## config.mk

```make
export PLATFORM = sky130hd
export DESIGN_NAME = ncl_th_gate
export DESIGN_NICKNAME = d
export VERILOG_FILES = /design/src/rtl/ncl_gate_pkg.sv /design/src/rtl/ncl_rst_sync.sv /design/src/rtl/ncl_rail_decode.sv /design/src/rtl/ncl_hyst_core.sv /design/src/rtl/ncl_th_gate.sv
export SDC_FILE = /design/constraint.sdc
export NUM_CORES = 1
export LEC_CHECK = 0
export BUFFER_PORTS_ARGS = -buffer_cell sky130_fd_sc_hd__buf_2
export CAP_MARGIN = 20
export CORE_AREA = 2 2 39 41
export DETAILED_ROUTE_END_ITERATION = 16
export DIE_AREA = 0 0 41 43
export HOLD_SLACK_MARGIN = 0.03
export PLACE_DENSITY_LB_ADDON = 0.25
export SLEW_MARGIN = 20
export SYNTH_ARGS = -nofsm -noshare
export SYNTH_HDL_FRONTEND = slang
export SYNTH_SLANG_ARGS = --single-unit
```

## constraint.sdc

```tcl
create_clock -name clk -period 1 [get_ports clk]
set_clock_uncertainty 0.05 [all_clocks]
set_input_delay 0.2 -clock clk [delete_from_list [all_inputs] [get_ports clk]]
set_output_delay 0.2 -clock clk [all_outputs]
set_load 0.02 [all_outputs]
```

## src/rtl/ncl_gate_pkg.sv

```systemverilog
package ncl_gate_pkg;
  typedef logic [1:0] rail_t;

  localparam rail_t RAIL_NULL = 2'b00;
  localparam rail_t RAIL_TRUE = 2'b10;
  localparam rail_t RAIL_FALSE = 2'b01;
  localparam rail_t RAIL_BAD = 2'b11;

  typedef enum logic {
    FN_AND = 1'b0,
    FN_OR  = 1'b1
  } gate_fn_e;
endpackage

```

## src/rtl/ncl_rst_sync.sv

```systemverilog
module ncl_rst_sync #(
  parameter int STAGES = 2
) (
  input  logic clk,
  input  logic rst_n,
  output logic rst_n_sync
);
  logic [STAGES-1:0] sync_q;
  logic [STAGES-1:0] sync_d;

  always_comb begin
    sync_d = {sync_q[STAGES-2:0], 1'b1};
  end

  always_ff @(posedge clk or negedge rst_n) begin
    if (!rst_n) sync_q <= '0;
    else        sync_q <= sync_d;
  end

  assign rst_n_sync = sync_q[STAGES-1];
endmodule

```

## src/rtl/ncl_rail_decode.sv

```systemverilog
module ncl_rail_decode
  import ncl_gate_pkg::*;
(
  input  rail_t rail,
  output logic  is_data,
  output logic  is_null,
  output logic  is_bad,
  output logic  value
);
  always_comb begin
    is_null = (rail == RAIL_NULL);
    is_bad  = (rail == RAIL_BAD);
    is_data = rail[1] ^ rail[0];
    value   = rail[1];
  end
endmodule

```

## src/rtl/ncl_hyst_core.sv

```systemverilog
module ncl_hyst_core
  import ncl_gate_pkg::*;
#(
  parameter int       N_IN = 2,
  parameter gate_fn_e FUNC = FN_AND
) (
  input  logic            clk,
  input  logic            rst_n,
  input  logic [N_IN-1:0] in_data,
  input  logic [N_IN-1:0] in_null,
  input  logic [N_IN-1:0] in_bad,
  input  logic [N_IN-1:0] in_val,
  output rail_t           y
);
  rail_t y_q;
  rail_t y_nxt;
  logic  y_en;
  logic  all_data;
  logic  all_null;
  logic  any_bad;
  logic  fn_val;

  always_comb begin
    all_data = &in_data;
    all_null = &in_null;
    any_bad  = |in_bad;
    fn_val   = (FUNC == FN_OR) ? |in_val : &in_val;
    y_en     = 1'b0;
    y_nxt    = y_q;
    if (!any_bad) begin
      if ((y_q == RAIL_NULL) && all_data) begin
        y_en  = 1'b1;
        y_nxt = fn_val ? RAIL_TRUE : RAIL_FALSE;
      end else if ((y_q != RAIL_NULL) && all_null) begin
        y_en  = 1'b1;
        y_nxt = RAIL_NULL;
      end
    end
  end

  always_ff @(posedge clk or negedge rst_n) begin
    if (!rst_n)    y_q <= RAIL_NULL;
    else if (y_en) y_q <= y_nxt;
  end

  assign y = y_q;

  AST_NO_BAD_OUT: assert property (@(posedge clk) disable iff (!rst_n)
    y_q != RAIL_BAD);
  AST_FIRE_NEEDS_DATA: assert property (@(posedge clk) disable iff (!rst_n)
    ($past(y_q) == RAIL_NULL && y_q != RAIL_NULL) |-> $past(&in_data));
  AST_MIXED_HOLDS_NULL: assert property (@(posedge clk) disable iff (!rst_n)
    ($past(y_q) == RAIL_NULL && !$past(&in_data)) |-> y_q == RAIL_NULL);
  AST_DATA_NO_SWAP: assert property (@(posedge clk) disable iff (!rst_n)
    ($past(y_q) != RAIL_NULL && y_q != RAIL_NULL) |-> y_q == $past(y_q));
  AST_RELEASE_NEEDS_NULL: assert property (@(posedge clk) disable iff (!rst_n)
    ($past(y_q) != RAIL_NULL && y_q == RAIL_NULL) |-> $past(&in_null));
  AST_BAD_FREEZES: assert property (@(posedge clk) disable iff (!rst_n)
    $past(|in_bad) |-> $stable(y_q));
  AST_ONE_RAIL_STEP: assert property (@(posedge clk) disable iff (!rst_n)
    $countones(y_q ^ $past(y_q)) <= 1);
endmodule

```

## src/rtl/ncl_th_gate.sv

```systemverilog
module ncl_th_gate
  import ncl_gate_pkg::*;
#(
  parameter gate_fn_e FUNC = FN_AND
) (
  input  logic       clk,
  input  logic       rst_n,
  input  logic [1:0] a_rail,
  input  logic [1:0] b_rail,
  output logic [1:0] y_rail,
  output logic       err
);
  localparam int N_IN = 2;

  rail_t            ops [N_IN];
  logic [N_IN-1:0]  op_data;
  logic [N_IN-1:0]  op_null;
  logic [N_IN-1:0]  op_bad;
  logic [N_IN-1:0]  op_val;
  logic             rst_n_sync;
  rail_t            y_int;

  assign ops[0] = a_rail;
  assign ops[1] = b_rail;

  ncl_rst_sync #(.STAGES(2)) u_rst (
    .clk        (clk),
    .rst_n      (rst_n),
    .rst_n_sync (rst_n_sync)
  );

  for (genvar i = 0; i < N_IN; i++) begin : g_dec
    ncl_rail_decode u_dec (
      .rail    (ops[i]),
      .is_data (op_data[i]),
      .is_null (op_null[i]),
      .is_bad  (op_bad[i]),
      .value   (op_val[i])
    );
  end

  ncl_hyst_core #(.N_IN(N_IN), .FUNC(FUNC)) u_core (
    .clk     (clk),
    .rst_n   (rst_n_sync),
    .in_data (op_data),
    .in_null (op_null),
    .in_bad  (op_bad),
    .in_val  (op_val),
    .y       (y_int)
  );

  assign y_rail = y_int;
  assign err    = |op_bad;

  AST_ERR_MATCHES_PORTS: assert property (@(posedge clk) disable iff (!rst_n)
    err == ((a_rail == RAIL_BAD) || (b_rail == RAIL_BAD)));
  AST_RESET_NULL: assert property (@(posedge clk)
    !rst_n_sync |=> y_rail == RAIL_NULL);
endmodule

```

==> results of run 1 <==
## final cells by class
| type | count | area [µm²] | area share [%] |
|---|---|---|---|
| multi-input combinational | 13 | 178.9 | 35.75 |
| timing repair buffer | 15 | 152.6 | 30.50 |
| sequential | 4 | 102.6 | 20.50 |
| clock buffer | 4 | 26.28 | 5.250 |
| inverter | 4 | 20.02 | 4.000 |
| tap | 16 | 20.02 | 4.000 |
## timing repair
item	in CTS	in global routing
setup buffers	3	0
gates resized for setup	16	4
pin swaps	4	3
setup endpoints to repair	3	5
cloned	0	0
hold buffers	2	0
hold endpoints to repair	4	0
## synthesized netlist by cell type, drive strengths merged
library cell	n
conb	1
nor4	1
and2	2
nand2	1
dfrtp	4
a32o	2
ha	4
or2	1
nand4bb	1
inv	4
## stage by stage
stage / setup TNS [ps] / utilization, % / setup slack (ps)
3_5_place_dp: -608.2 / 25.59 / -217.3
6_report: -168.7 / 36.17 / -61.91
3_3_place_gp: -513.4 / 25.59 / -173.0
2_1_floorplan: 0 / - / 10.45
5_1_grt: -345.4 / 36.17 / -96.33
4_1_cts: -259.7 / 35.17 / -82.63
## power by group
part / switching (mW) / internal, mW / leakage, nW
sequential: 0.0490 / 0.215 / 0.0455
clock: 0.0783 / 0.150 / 0.0150
combinational: 0.149 / 0.217 / 0.157
total: 0.276 / 0.582 / 0.217
## worst paths after layout
kind	from	to	slack, ps
hold / removal	rst_n	u_rst.sync_q[1]	230
hold reg to reg	u_rst.sync_q[0]	u_rst.sync_q[1]	300
min in group clk	u_rst.sync_q[0]	u_rst.sync_q[1]	300
max in group asynchronous	u_rst.sync_q[1]	u_core.y[0]	270
setup / recovery	a_rail[1]	err	-60
setup reg to reg	u_core.y[0]	u_core.y[1]	0
## logic make-up (layout without fill, tap and decap cells)
| kind of cell | after synthesis | count (layout) | share of synthesized area (%) |
|---|---|---|---|
| other cells | 1 | 1 | 1.537 |
| flops | 4 | 4 | 41.03 |
| fa+ha+maj | 4 | 4 | 20.51 |
| buf+inv | 4 | 23 | 6.152 |
| compound gates | 2 | 2 | 8.205 |
| simple gates | 6 | 6 | 22.57 |
## registers in the layout, summed over array words and instances (netlist names)
| signal | flops |
|---|---|
| u_rst.sync_q | 2 |
| u_core.y | 2 |
## routing by layer
layer	track usage [%]	vias to the layer above
met3	6.283	2
met5	0	-
li1	-	107
met4	8.000	0
met1	4.207	115
met2	16.56	8
## cells in the final DEF (no fill, tap or decap)
cell type,n
nor4_4,1
buf_2,1
nand4bb_1,1
a32o_1,2
buf_8,2
inv_1,1
ha_4,4
clkbuf_4,3
and2_1,2
dlygate4sd3_1,2
buf_4,4
clkbuf_1,1
buf_6,6
dfrtp_2,2
dfrtp_1,2
conb_1,1
or2_1,1
inv_2,1
inv_4,2
nand2_1,1
==> results.py, run 1 <==
metrics = {
    "clock_tree": {
        "clock_sinks": 4,
        "clkSlewWorstSetupHoldPaths_ps": 30,
        "cts-root-buf": "clkbuf_4",
        "cts_tree": "built",
        "numCtsBuffers": 3,
        "cts_max_level": 1,
        "clk_path_buf_depth": 2,
        "clk-insertion-delay-late_ps": 250,
    },
    "synth": {
        "synth-seq-area-share_pct": 41.03,
        "netlist_top_cells_area": "dfrtp_1 41%, ha_1 21%, nor4_4 8.7%",
        "yosys.area.top_type": "dfrtp_1",
        "synth_top_area_share_pct": 41.03,
        "syn_nets": 31,
        "syn_avg_cell_area_um2": 11.62,
        "yosys_warnings": 0,
        "synth-seq-cells": 4,
        "synth.distinct_cells": 11,
        "netlist_area_um2": 244.0,
        "synth_cells": 21,
    },
    "timing": {
        "fmax_ghz": 0.9417,
        "whs_ps": 229.5,
        "fin_crit_ps": 1062,
        "finalSetupViolCount": 5,
        "setup_slack_ps": -61.91,
        "rsz0062_at_grt": "yes",
        "drv_slew": 0,
        "finalHoldViolCount": 0,
        "min_period_over_period_pct": 106.2,
    },
    "die": {
        "die_h_um": 43,
        "io_pins": 9,
        "die_w_um": 41,
        "coreArea_um2": 1384,
        "rows": 14,
        "start_util_pct": 17.63,
        "dieArea_um2": 1763,
    },
    "cells_and_area": {
        "nNetsFinal": 51,
        "layout.cells.non_filler": 56,
        "nFillCells": 137,
        "stdcell_area_um2": 500.5,
        "drive_above_1_share_pct": 65.00,
        "antenna_cells": 0,
        "area_growth_pct": 105.1,
    },
    "route": {
        "viasPerCell": 4.143,
        "met3_length_um": 40,
        "antenna_left": 0,
        "top_layer": "met4",
        "drt-met1-wl_um": 160,
        "vias": 232,
        "drt_first_pass_iters": 2,
        "drtIter0Drc": 8,
        "wl_met2_um": 397,
        "post-route-drc-count": 0,
        "wl_per_cell_um": 10.91,
        "drt_wl_total_um": 611,
    },
    "setup_path": {
        "worstPathCellList": "buf_8 > ha_4 > or2_1 > buf_6",
        "crit_cells": 4,
        "ff2ff_path_depth": 3,
        "crit_slowest_cell": "or2_1",
        "max_stage_delay_ps": 230,
        "cp.required_ps": 750,
        "crit_family": "buffers and inverters",
        "crit_buf_inv": 2,
        "cp-end-kind": "primary output",
        "crit_type": "input port to primary output",
        "cp.arrival_ps": 810,
        "cp_max_fo": 3,
        "start_kind": "input port",
    },
    "pwr": {
        "peakVddDrop_uv": 818.2,
        "p_leak_nw": 0.2174,
        "p_per_area_nw_per_um2": 1715,
        "total_power_uw": 858.5,
    },
    "grt": {
        "grt_start_max_net_pins": 4,
        "grtUsageTotal_pct": 9.054,
        "grt_antenna_before_repair": 0,
        "overflow": 0,
        "grt_pass1_wl_um": 931,
        "first_global_vias": 256,
    },
    "placement": {
        "io_buffer_count": 8,
        "gp_congestion": 0.5398,
        "placed_area_um2": 354.1,
        "dpl.cell_count": 47,
        "dp_hpwl_um": 451.6,
    },
    "worst_hold_path": {
        "min_path_type": "input port to async pin",
    },
    "run_status": {
        "status": "finished with violations",
        "failed_checks": "negative setup slack",
    },
    "run": {
        "cap_viol_max_count": 0,
    },
}
Power figures use the tool's default switching activity.
==> inputs of run 2 (changes only) <==
clock period = 0.9 ns   (was 1 ns; I/O delays follow)
==> run 2 against run 1 <==
Compared with the run above:
- routed wire length down 13%
- the flow still finishes with violations (negative setup slack)
- sequential power is 13% higher
- largest cell class unchanged
- clock power is 9.2% higher
- critical endpoint is now y_rail[1]
- flip-flop and latch count stayed put
==> results.py, run 2 (synthesis results as in run 1) <==
metrics = {
    "grt": {
        "grt_pass1_wl_um": 903,
        "grtUsageTotal_pct": 8.073,
        "grt_antenna_before_repair": 0,
        "grt_start_max_net_pins": 4,
        "overflow": 0,
        "first_global_vias": 233,
    },
    "route": {
        "wl_per_cell_um": 9.482,
        "vias": 222,
        "post-route-drc-count": 0,
        "drt_wl_total_um": 531,
        "drt_first_pass_iters": 4,
        "drtIter0Drc": 3,
        "viasPerCell": 3.964,
        "antenna_left": 0,
    },
    "timing": {
        "fmax_ghz": 0.9594,
        "min_period_over_period_pct": 115.8,
        "fin_crit_ps": 1042,
        "final.setup.tns_ps": -578.5,
        "setup_slack_ps": -142.3,
        "rsz0062_at_grt": "yes",
        "drv_slew": 0,
        "finalSetupViolCount": 5,
        "finalHoldViolCount": 0,
    },
    "pwr": {
        "p_sw_share_pct": 32.23,
        "peakVddDrop_uv": 1106,
        "p_sw_uw": 310.2,
        "pwr-share-clk_pct": 26.0,
        "total_power_uw": 962.4,
        "p_int_uw": 652.2,
        "pwr-share-comb_pct": 43.0,
        "p_per_area_nw_per_um2": 1913,
        "p_seq_share_pct": 31.1,
        "p_leak_nw": 0.2182,
    },
    "clock_tree": {
        "cts_max_level": 1,
        "clk-insertion-delay-late_ps": 240,
        "cts-root-buf": "clkbuf_4",
        "numCtsBuffers": 3,
        "clock_sinks": 4,
        "cts_tree": "built",
        "clk_path_buf_depth": 2,
        "clkSlewWorstSetupHoldPaths_ps": 50,
    },
    "placement": {
        "dp_hpwl_um": 380.6,
        "placed_area_um2": 359.1,
        "pre_cts_slack_ps": -235.6,
        "gp_congestion": 0.6761,
        "io_buffer_count": 8,
    },
    "setup_path": {
        "crit_family": "flip-flops",
        "max_stage_delay_ps": 430,
        "crit_type": "flip-flop to primary output",
        "crit_slowest_cell": "dfrtp_2",
        "cp_max_fo": 3,
        "cp-end-kind": "primary output",
        "r2r_slack_ps": -100,
        "worstPathCellList": "buf_6",
        "cp.required_ps": 670,
        "start_kind": "flip-flop",
        "cp.arrival_ps": 810,
        "crit_buf_inv": 1,
    },
    "cells_and_area": {
        "layout_common_cells": "6 x buf_6, 4 x ha_4, 4 x buf_4, 3 x clkbuf_4",
        "fin_util_pct": 36.35,
        "stdcell_area_um2": 503.0,
        "drive_above_1_share_pct": 70.00,
        "layout_commonest_cell": "buf_6",
        "antenna_cells": 0,
        "area_growth_pct": 106.2,
        "nFillCells": 138,
        "nNetsFinal": 51,
    },
    "die": {
        "coreArea_um2": 1384,
        "io_pins": 9,
        "start_util_pct": 17.63,
        "die_w_um": 41,
        "die_h_um": 43,
        "dieArea_um2": 1763,
        "rows": 14,
    },
    "run_status": {
        "status": "finished with violations",
        "failed_checks": "negative setup slack",
    },
    "run": {
        "cap_viol_max_count": 0,
    },
    "worst_hold_path": {
        "min_path_type": "input port to async pin",
    },
}
run 2: cell types whose count changed in the layout (fill, tap and decap cells not counted):
cell    change
and2_1      -1
inv_1       -1
inv_2       +1
and2_4      +1
run 2: power groups by stage:
| stage | registers [mW] | clock network, mW | logic [mW] |
|---|---|---|---|
| after floorplan | 0.352 | 0 | 0.110 |
| after global placement | 0.298 | 0 | 0.257 |
| after detailed placement | 0.301 | 0 | 0.258 |
| after CTS | 0.296 | 0.268 | 0.409 |
| after global routing | 0.301 | 0.275 | 0.450 |
| final | 0.299 | 0.250 | 0.413 |
run 2: final timing paths:
path	start	endpoint	cells past startpoint
worst max-delay path	u_core.y[1]	y_rail[1]	1
worst min register to register	u_rst.sync_q[0]	u_rst.sync_q[1]	0
worst min-delay path	rst_n	u_rst.sync_q[0]	2
min in group clk	u_rst.sync_q[0]	u_rst.sync_q[1]	0
worst max register to register	u_core.y[0]	u_core.y[0]	3
max in group asynchronous	u_rst.sync_q[1]	u_core.y[1]	1
run 2: layout make-up:
cell class | instances | area, µm² | share of cell area, %
multi-input cells | 13 | 181.4 | 36.07
repair buffers | 15 | 152.6 | 30.35
flip-flops and latches | 4 | 102.6 | 20.40
clock buffers | 4 | 26.28 | 5.224
inverters | 4 | 20.02 | 3.980
well taps | 16 | 20.02 | 3.980
run 2: per-stage QoR:
| step | instances | hold slack (ps) |
|---|---|---|
| 2_1_floorplan | 21 | -165.6 |
| 3_3_place_gp | 47 | -85.44 |
| 3_5_place_dp | 47 | -83.06 |
| 4_1_cts | 56 | 202.2 |
| 5_1_grt | 56 | 213.2 |
| 6_report | 56 | 217.8 |
run 2: per-layer routing:
metal  track usage (%)  vias to the layer above  wire length, µm
met2             12.81                       11              287
met5                 0                        -                0
met4             2.000                        0                0
li1                  -                      106                -
met3             6.283                        0               47
met1             7.843                      105              196
run 2: timing repair:
action,CTS,global route
pin swaps,5,3
hold buffers,2,0
setup endpoints to repair,5,5
buffers inserted,3,0
endpoints found under the hold margin,4,0
gates resized for setup,16,3
